<file path="config.mk">
export PLATFORM = sky130hd
export DESIGN_NAME = zone_idle_pwrctl
export DESIGN_NICKNAME = d
export VERILOG_FILES = /design/src/rtl/zpc_pkg.sv /design/src/rtl/zpc_idle_counter.sv /design/src/rtl/zpc_power_fsm.sv /design/src/rtl/zpc_csr.sv /design/src/rtl/zone_idle_pwrctl.sv
export SDC_FILE = /design/constraint.sdc
export NUM_CORES = 1
export LEC_CHECK = 0
export ABC_AREA = 1
export CAP_MARGIN = 20
export CORE_MARGIN = 4
export CORE_UTILIZATION = 46
export DETAILED_ROUTE_END_ITERATION = 10
export GPL_TIMING_DRIVEN = 0
export PLACE_DENSITY = 0.77
export SYNTH_ARGS = -nofsm -noshare
export SYNTH_HDL_FRONTEND = slang
export SYNTH_SLANG_ARGS = --single-unit
</file>
<file path="constraint.sdc">
create_clock -name clk -period 4.7 [get_ports clk]
set_input_delay 0.94 -clock clk [delete_from_list [all_inputs] [get_ports clk]]
set_output_delay 0.94 -clock clk [all_outputs]
set_load 0.1 [all_outputs]
</file>
<file path="src/rtl/zpc_pkg.sv">
package zpc_pkg;

   typedef enum logic [1:0] {
      ZS_ON     = 2'd0,
      ZS_OFF    = 2'd1,
      ZS_WAKING = 2'd2
   } zone_state_e;

   localparam logic [1:0] SEL_COUNT = 2'd0;
   localparam logic [1:0] SEL_LIMIT = 2'd1;
   localparam logic [1:0] SEL_SNAP  = 2'd2;

endpackage

</file>
<file path="src/rtl/zpc_idle_counter.sv">
module zpc_idle_counter #(
   parameter int CNT_W = 32
) (
   input  logic             clk,
   input  logic             rst_n,
   input  logic             clear,
   output logic [CNT_W-1:0] count
);

   localparam logic [CNT_W-1:0] CNT_MAX = '1;
   localparam logic [CNT_W-1:0] CNT_ONE = CNT_W'(1);

   always_ff @(posedge clk) begin
      if (!rst_n) begin
         count <= '0;
      end else if (clear) begin
         count <= '0;
      end else if (count != CNT_MAX) begin
         count <= count + CNT_ONE;
      end
   end

endmodule

</file>
<file path="src/rtl/zpc_power_fsm.sv">
module zpc_power_fsm
   import zpc_pkg::*;
#(
   parameter int WAKE_CYCLES = 4,
   parameter bit AUTO_WAKE   = 1'b1
) (
   input  logic        clk,
   input  logic        rst_n,
   input  logic        use_req,
   input  logic        over_limit,
   input  logic        pwr_good,
   output zone_state_e state,
   output logic        power_up
);

   localparam int WW = (WAKE_CYCLES > 1) ? $clog2(WAKE_CYCLES) : 1;
   localparam logic [WW-1:0] WAIT_LAST = WW'(WAKE_CYCLES - 1);

   zone_state_e    state_nx;
   logic [WW-1:0]  wait_cnt;
   logic           wait_done;
   logic           wake_trig;

   generate
      if (AUTO_WAKE) begin : g_auto_wake
         assign wake_trig = use_req || !over_limit;
      end else begin : g_os_wake
         assign wake_trig = !over_limit;
      end
   endgenerate

   assign wait_done = (wait_cnt == WAIT_LAST);
   assign power_up  = (state == ZS_WAKING) && wait_done && pwr_good;

   always_comb begin
      state_nx = state;
      unique case (state)
         ZS_ON:     if (!use_req && over_limit) state_nx = ZS_OFF;
         ZS_OFF:    if (wake_trig)              state_nx = ZS_WAKING;
         ZS_WAKING: if (power_up)               state_nx = ZS_ON;
         default:                               state_nx = ZS_OFF;
      endcase
   end

   always_ff @(posedge clk) begin
      if (!rst_n) begin
         state <= ZS_ON;
      end else begin
         state <= state_nx;
      end
   end

   always_ff @(posedge clk) begin
      if (!rst_n) begin
         wait_cnt <= '0;
      end else if (state != ZS_WAKING) begin
         wait_cnt <= '0;
      end else if (!wait_done) begin
         wait_cnt <= wait_cnt + WW'(1);
      end
   end

endmodule

</file>
<file path="src/rtl/zpc_csr.sv">
module zpc_csr
   import zpc_pkg::*;
#(
   parameter int          CNT_W     = 32,
   parameter int unsigned CMP_RESET = 10000
) (
   input  logic             clk,
   input  logic             rst_n,
   input  logic             priv,
   input  logic             rd,
   input  logic             wr,
   input  logic [1:0]       sel,
   input  logic [CNT_W-1:0] wdata,
   output logic [CNT_W-1:0] rdata,
   output logic             err,
   input  logic [CNT_W-1:0] idle_cnt,
   input  logic             power_up,
   output logic [CNT_W-1:0] cmp_val,
   output logic [CNT_W-1:0] prev_cnt
);

   localparam logic [CNT_W-1:0] CMP_INIT = CNT_W'(CMP_RESET);

   logic bad_sel;
   logic wr_ok;
   logic [CNT_W-1:0] sel_data;

   assign bad_sel = (wr && sel != SEL_LIMIT) || (rd && sel == 2'd3);
   assign err     = (rd || wr) && (!priv || bad_sel);
   assign wr_ok   = wr && !err;

   always_comb begin
      unique case (sel)
         SEL_COUNT: sel_data = idle_cnt;
         SEL_LIMIT: sel_data = cmp_val;
         SEL_SNAP:  sel_data = prev_cnt;
         default:   sel_data = '0;
      endcase
   end

   assign rdata = (rd && !err) ? sel_data : '0;

   always_ff @(posedge clk) begin
      if (!rst_n) begin
         cmp_val <= CMP_INIT;
      end else if (wr_ok) begin
         cmp_val <= wdata;
      end
   end

   always_ff @(posedge clk) begin
      if (!rst_n) begin
         prev_cnt <= '0;
      end else if (power_up) begin
         prev_cnt <= idle_cnt;
      end
   end

endmodule

</file>
<file path="src/rtl/zone_idle_pwrctl.sv">
module zone_idle_pwrctl
   import zpc_pkg::*;
#(
   parameter int          CNT_W       = 32,
   parameter int unsigned CMP_RESET   = 10000,
   parameter int          WAKE_CYCLES = 4,
   parameter bit          AUTO_WAKE   = 1'b1
) (
   input  logic             clk,
   input  logic             rst_n,
   input  logic             use_req,
   output logic             use_ready,
   output logic             use_fault,
   output logic             pwr_en,
   input  logic             pwr_good,
   input  logic             priv,
   input  logic             reg_rd,
   input  logic             reg_wr,
   input  logic [1:0]       reg_sel,
   input  logic [CNT_W-1:0] reg_wdata,
   output logic [CNT_W-1:0] reg_rdata,
   output logic             reg_err
);

   generate
      if (CNT_W < 8 || CNT_W > 63) begin : g_bad_width
         $error("zone_idle_pwrctl: CNT_W must lie in 8..63");
      end
      if (64'(CMP_RESET) > ((64'd1 << CNT_W) - 64'd1)) begin : g_bad_reset
         $error("zone_idle_pwrctl: CMP_RESET does not fit in CNT_W bits");
      end
      if (WAKE_CYCLES < 1) begin : g_bad_wake
         $error("zone_idle_pwrctl: WAKE_CYCLES must be at least 1");
      end
   endgenerate

   zone_state_e      state;
   logic             power_up;
   logic             cnt_clear;
   logic             over_limit;
   logic [CNT_W-1:0] idle_cnt;
   logic [CNT_W-1:0] cmp_val;
   logic [CNT_W-1:0] prev_cnt;

   assign over_limit = (cmp_val < idle_cnt);
   assign cnt_clear  = power_up || (state == ZS_ON && use_req);

   zpc_idle_counter #(
      .CNT_W (CNT_W)
   ) u_counter (
      .clk   (clk),
      .rst_n (rst_n),
      .clear (cnt_clear),
      .count (idle_cnt)
   );

   zpc_power_fsm #(
      .WAKE_CYCLES (WAKE_CYCLES),
      .AUTO_WAKE   (AUTO_WAKE)
   ) u_fsm (
      .clk        (clk),
      .rst_n      (rst_n),
      .use_req    (use_req),
      .over_limit (over_limit),
      .pwr_good   (pwr_good),
      .state      (state),
      .power_up   (power_up)
   );

   zpc_csr #(
      .CNT_W     (CNT_W),
      .CMP_RESET (CMP_RESET)
   ) u_csr (
      .clk      (clk),
      .rst_n    (rst_n),
      .priv     (priv),
      .rd       (reg_rd),
      .wr       (reg_wr),
      .sel      (reg_sel),
      .wdata    (reg_wdata),
      .rdata    (reg_rdata),
      .err      (reg_err),
      .idle_cnt (idle_cnt),
      .power_up (power_up),
      .cmp_val  (cmp_val),
      .prev_cnt (prev_cnt)
   );

   assign use_ready = (state == ZS_ON);
   assign use_fault = use_req && (state != ZS_ON);
   assign pwr_en    = (state != ZS_OFF);

endmodule

</file>
==> results of run 1 <==
-- routing by layer --
| layer | part of all wire (%) | up-vias |
|---|---|---|
| li1 | - | 2905 |
| met1 | 44 | 2704 |
| met2 | 45 | 245 |
| met3 | 8.0 | 39 |
| met4 | 3.0 | 0 |
| met5 | 0 | - |
-- final cells by class --
class	count	area (µm²)
Clock inverter	2	35.0
Clock buffer	13	250
Fill cell	1161	5090
Tap cell	168	210
Multi-Input combinational cell	568	3060
Inverter	129	485
Timing Repair Buffer	75	762
Buffer	38	168
Sequential cell	100	2000
-- kinds of logic after synthesis --
family | after synthesis | synth area share, %
and+or+nand+nor | 316 | 24.7
AOI/OAI and AO/OA | 200 | 18.5
buffers and inverters | 167 | 11.4
DFF | 100 | 35.0
adders and majority gates | 37 | 8.10
xor gates and xnor gates | 14 | 2.15
muxes | 1 | 0.175
-- sequential cells by signal, summed over array words and instances (netlist names) --
name,count
u_fsm.state,2
u_csr.cmp_val,32
u_fsm.wait_cnt,2
u_csr.prev_cnt,32
u_counter.count,32
-- synth_stat cells (all sizes together) --
cell type	count
nand2	191
inv	128
dfxtp	100
a21oi	95
o21ai	67
nor2	57
ha	37
clkbuf	29
nand3	29
a31oi	21
nand4	17
nor3	16
xor2	14
o22ai	13
buf	9
nor4	4
a21boi	1
a221oi	1
and3	1
clkinv	1
mux2i	1
o211ai	1
o21bai	1
or2	1
-- worst min-delay path: stages (launching register included) --
cell and delay [ns]:
dfxtp_1 0.31, inv_1 0.05, a21oi_1 0.05
-- worst min-delay path by stage --
stage / cells after the start / endpoint / startpoint
CTS: 2 / u_csr.prev_cnt[9] / u_csr.prev_cnt[9]
detailed placement: 2 / u_csr.prev_cnt[9] / u_csr.prev_cnt[9]
finish: 2 / u_csr.prev_cnt[6] / u_csr.prev_cnt[6]
global route: 2 / u_csr.prev_cnt[9] / u_csr.prev_cnt[9]
floorplan: 2 / u_csr.prev_cnt[10] / u_csr.prev_cnt[10]
global placement: 2 / u_csr.prev_cnt[9] / u_csr.prev_cnt[9]
-- power by group through the flow --
stage          combinational, W  clock [W]  sequential, W
3_5_place_dp           0.000494          0       0.000928
5_1_grt                0.000552   0.000778       0.000914
4_1_cts                0.000497   0.000744       0.000909
2_1_floorplan          0.000351          0       0.000917
6_report               0.000498   0.000748       0.000910
3_3_place_gp           0.000490          0       0.000927
-- stage by stage --
| stage | hold WS, ns | total power [W] | cells |
|---|---|---|---|
| finish | 0.447 | 0.00216 | 1093 |
| global route | 0.462 | 0.00224 | 1093 |
| CTS | 0.447 | 0.00215 | 1093 |
| detailed placement | 0.437 | 0.00142 | 1078 |
| global placement | 0.433 | 0.00142 | 1078 |
| floorplan | 0.424 | 0.00127 | 835 |
==> impl_metrics.tcl, run 1 <==
set metrics [dict create \
    use_met3_pct 3.89 \
    die_x_um 119 \
    first_pass_iters 5 \
    htreeDepth 3 \
    max-vdd-ir-drop_mv 0.352 \
    rsz0062_at_grt "false" \
    ys_seq_area_share_pct 35.0 \
    cts_setup_buffers 0 \
    setup_tns_ns 0 \
    drive_above_1_share_pct 9.84 \
    path_depth 9 \
    path_delay_family "buffers and inverters" \
    grt_usage_pct 24.8 \
    synth_area_leader_cell "dfxtp_1" \
    die_area_um2 14300 \
    clock_latency_ns 0.35 \
    dp_hpwl_um 13200 \
    io_buffers 75 \
    regToRegStartpoint "u_fsm.state[0]" \
    timing.final.crit_share_pct 99.3 \
    clockRootBuffer "clkbuf_16" \
    syn_inst 835 \
    grt_overflow 0 \
    fin_nets 999 \
    p_sw_w 0.000698 \
    crit_start "reg_sel[0]" \
    grt_pass1_vias 5663 \
    area.growth.synth_to_final_pct 22.1 \
    endpoint_kind "primary output" \
    regToRegSetupSlack_ns 2.46 \
    drc 0 \
    period_needed_ns 4.66 \
    syn_area_per_cell_um2 6.84 \
    final_cell_mix "nand2_1, inv_1, dfxtp_1" \
    synth.cell_area_um2 5710 \
    gr-usage-met1_pct 33.5 \
    clk_path_buf_depth 2 \
    crit_top_cell "nand2_1" \
    combPwrFrac_pct 23.1 \
    cp_max_fo 10 \
    p_per_area_nw_per_um2 309 \
    cts_tree "built" \
    cts.clk_slew.worst_paths_ns 0.06 \
    cap_violations 0 \
    dp_slack_ns -0.848 \
    io-pin-count 77 \
    hold_buffers 0 \
    hold_path_class "flop to flop" \
    crit_path_cell_trace "clkdlybuf4s50_1 > inv_2 > buf_2 > nand2_1 > clkinv_2 > clkbuf_2 > nand2_1 > a31oi_1 > clkdlybuf4s15_2" \
    drt-total-wl_um 17500 \
    power_leakage_nw 2.72 \
    setup_violations 0 \
    yosysUniqueCellTypes 37 \
    via_count 5893 \
    design_area_um2 6970 \
    post_dp_cell_area_um2 6670 \
    swShare_pct 32.4 \
    coreArea_um2 12100 \
    gp_congestion 0.927 \
    rows 40 \
    postRouteAntennaNets 0 \
    cts_resized 118 \
    cp-endpoint "reg_rdata[1]" \
    synth_top_area_share_pct 35.0 \
    hold_violations 0 \
    worst-path-buf-inv 6 \
    fin_ws_ns 0.0352 \
    numCtsBuffers 9 \
    fmax_mhz 214 \
    mostFrequentLayoutCell "nand2_1" \
    startpoint_type "input port" \
    ys_warn_count 0 \
    crit_type "input port to primary output" \
    synth-seq-cells 100 \
    r2r_cells 8 \
    synthTopCellsByArea "dfxtp_1, nand2_1, a21oi_1" \
    utilization_pct 57.8 \
    skew_ns 0.00695 \
    die_h_um 119 \
    reg2reg_to "u_counter.count[12]" \
    antenna_found_initial 0 \
    pwr-share-clk_pct 34.7 \
    status "finished clean" \
    drv_slew 0 \
    wl_per_cell_um 16.0 \
    cts.sink_count 100 \
    syn-num-nets 913 \
    drt_iter0_drc 488 \
    internal_power_w 0.00146 \
    crit_required_ns 3.76 \
    grt_first_pass_wirelength_um 28200 \
    cp.arrival_ns 3.72 \
    pwr-share-seq_pct 42.2 \
    start_util_pct 47.4 \
    met2_usage_pct 39.3 \
    critPathMaxStageDelay_ns 0.59 \
    slowest_stage "clkdlybuf4s15_2" \
    worstMarginPinSlew_ns 0.969 \
    grt_max_degree 15 \
    grt_busiest_layer "met2" \
    n_antenna_cell 0 \
    max_slew_margin_pct 35.2 \
    vias_per_cell 5.39 \
]
(Power assumes the default switching activity.)
==> run 2, diff against run 1 <==
- CORE_MARGIN: 4 -> unset
==> run 2 against run 1 <==
Compared with the run above: worst setup slack improved by 0.038 ns; utilization decreased by 0.87 points; combinational power is essentially flat; hold slack improved by 0.00077 ns; global-route usage rose by 3.3 points; sequential cell count is the same; via count shrank 0.80%; clock power grew 2%; final cell count stayed put; cell area is 1.5% lower; critical path depth unchanged; largest cell class unchanged.
==> impl_metrics.tcl, run 2 (synthesis results as in run 1) <==
set metrics [dict create \
    status "finished clean" \
    first_pass_iters 8 \
    gp_congestion 0.943 \
    total_power_w 0.00217 \
    fmax_mhz 216 \
    mostFrequentLayoutCell "nand2_1" \
    hold_violations 0 \
    pwr-share-seq_pct 41.9 \
    crit_required_ns 3.76 \
    combPwrFrac_pct 22.9 \
    max-vdd-ir-drop_mv 0.328 \
    rsz0062_at_grt "false" \
    drt_iter0_drc 486 \
    grt_max_degree 17 \
    dp_slack_ns -0.843 \
    via_count 5846 \
    drv_slew 0 \
    drive_above_1_share_pct 10.2 \
    drc 0 \
    wl_per_cell_um 15.9 \
    grt_pass1_vias 5515 \
    utilization_pct 57.0 \
    io-pin-count 77 \
    p_per_area_nw_per_um2 316 \
    clk_path_buf_depth 2 \
    cts_setup_buffers 0 \
    internal_power_w 0.00146 \
    clock_latency_ns 0.35 \
    p_sw_w 0.000713 \
    antenna_found_initial 0 \
    start_util_pct 47.4 \
    timing.final.crit_share_pct 98.4 \
    die_area_um2 12900 \
    grt_usage_pct 28.1 \
    rows 40 \
    cts_tree "built" \
    hold_path_class "flop to flop" \
    coreArea_um2 12100 \
    fin_ws_ns 0.0729 \
    period_needed_ns 4.63 \
    grt_overflow 0 \
    power_leakage_nw 2.75 \
    postRouteAntennaNets 0 \
    swShare_pct 32.8 \
    setup_violations 0 \
    max_slew_margin_pct 35.3 \
    io_buffers 75 \
    n_antenna_cell 0 \
    cp_max_fo 10 \
    fin_hold_ws_ns 0.447 \
    endpoint_kind "primary output" \
    vias_per_cell 5.35 \
    die_x_um 113 \
    crit_type "input port to primary output" \
    final_cell_mix "nand2_1, inv_1, dfxtp_1" \
    dp_hpwl_um 13000 \
    fin_nets 999 \
    pwr-share-clk_pct 35.1 \
    area.growth.synth_to_final_pct 20.2 \
    reg_top3 "u_counter.count (32), u_csr.cmp_val (32), u_csr.prev_cnt (32)" \
    worstMarginPinSlew_ns 0.968 \
    cap_violations 0 \
    die_h_um 113 \
    startpoint_type "input port" \
    hold_buffers 0 \
    clockRootBuffer "clkbuf_16" \
    grt_first_pass_wirelength_um 27900 \
    numCtsBuffers 9 \
    drt-total-wl_um 17400 \
    cts_resized 119 \
    cts.clk_slew.worst_paths_ns 0.07 \
    cts.sink_count 100 \
    cp.arrival_ns 3.69 \
    htreeDepth 3 \
    skew_ns 0.0105 \
]
run 2: changes by cell type in the layout (fill, tap and decap cells not counted), sizes merged:
cell / before / now
buf: 12 / 30
clkbuf: 43 / 42
clkdlybuf4s15: 25 / 3
clkdlybuf4s18: 3 / 5
clkinv: 2 / 1
clkinvlp: 0 / 3
inv: 128 / 129
run 2: path summary, 6_finish.rpt:
| check | cells after the start | startpoint | to | slack, ns |
|---|---|---|---|---|
| min | 2 | u_csr.prev_cnt[16] | u_csr.prev_cnt[16] | 0.45 |
| max | 9 | reg_sel[0] | reg_rdata[31] | 0.07 |
| max reg2reg | 8 | u_fsm.state[0] | u_counter.count[12] | 2.48 |
| min reg2reg | 2 | u_csr.prev_cnt[16] | u_csr.prev_cnt[16] | 0.45 |
run 2: cell type report:
type / instances / area (µm²)
timing repair buffer: 75 / 642
buffer: 38 / 168
clock inverter: 5 / 61.3
inverter: 129 / 485
clock buffer: 10 / 239
fill: 1183 / 5190
sequential: 100 / 2000
tap: 168 / 210
multi-input combinational: 568 / 3060
run 2: metal layers:
layer | part of all wire (%) | global-route usage (%) | vias up | wire length, µm
met1 | 44 | 37.8 | 2682 | 7730
li1 | - | - | 2908 | -
met3 | 7.0 | 3.93 | 29 | 1220
met2 | 46 | 45.8 | 227 | 8040
met4 | 2.4 | 11.0 | 0 | 415
met5 | 0 | 0 | - | 0
run 2: stage by stage:
| step | setup TNS, ns | cells | cell area [µm²] |
|---|---|---|---|
| floorplan | -2.37 | 835 | 5710 |
| global placement | -18.48 | 1078 | 6670 |
| detailed placement | -19.15 | 1078 | 6670 |
| CTS | 0 | 1093 | 7010 |
| global route | 0 | 1093 | 6870 |
| finish | 0 | 1093 | 6870 |
run 2: power by group through the flow:
| stage | clock, W | combinational [W] | sequential [W] |
|---|---|---|---|
| after floorplan | 0 | 0.000351 | 0.000917 |
| after global placement | 0 | 0.000488 | 0.000927 |
| after detailed placement | 0 | 0.000494 | 0.000928 |
| after CTS | 0.000761 | 0.000497 | 0.000909 |
| after global routing | 0.000798 | 0.000543 | 0.000913 |
| final | 0.000763 | 0.000498 | 0.000911 |
run 2: critical path, cell delays in order:
cell and delay [ns]:
clkdlybuf4s50_1 0.57, inv_2 0.15, buf_2 0.31, nand2_1 0.29
clkinv_2 0.26, clkbuf_2 0.37, nand2_1 0.09, a31oi_1 0.22
buf_2 0.48
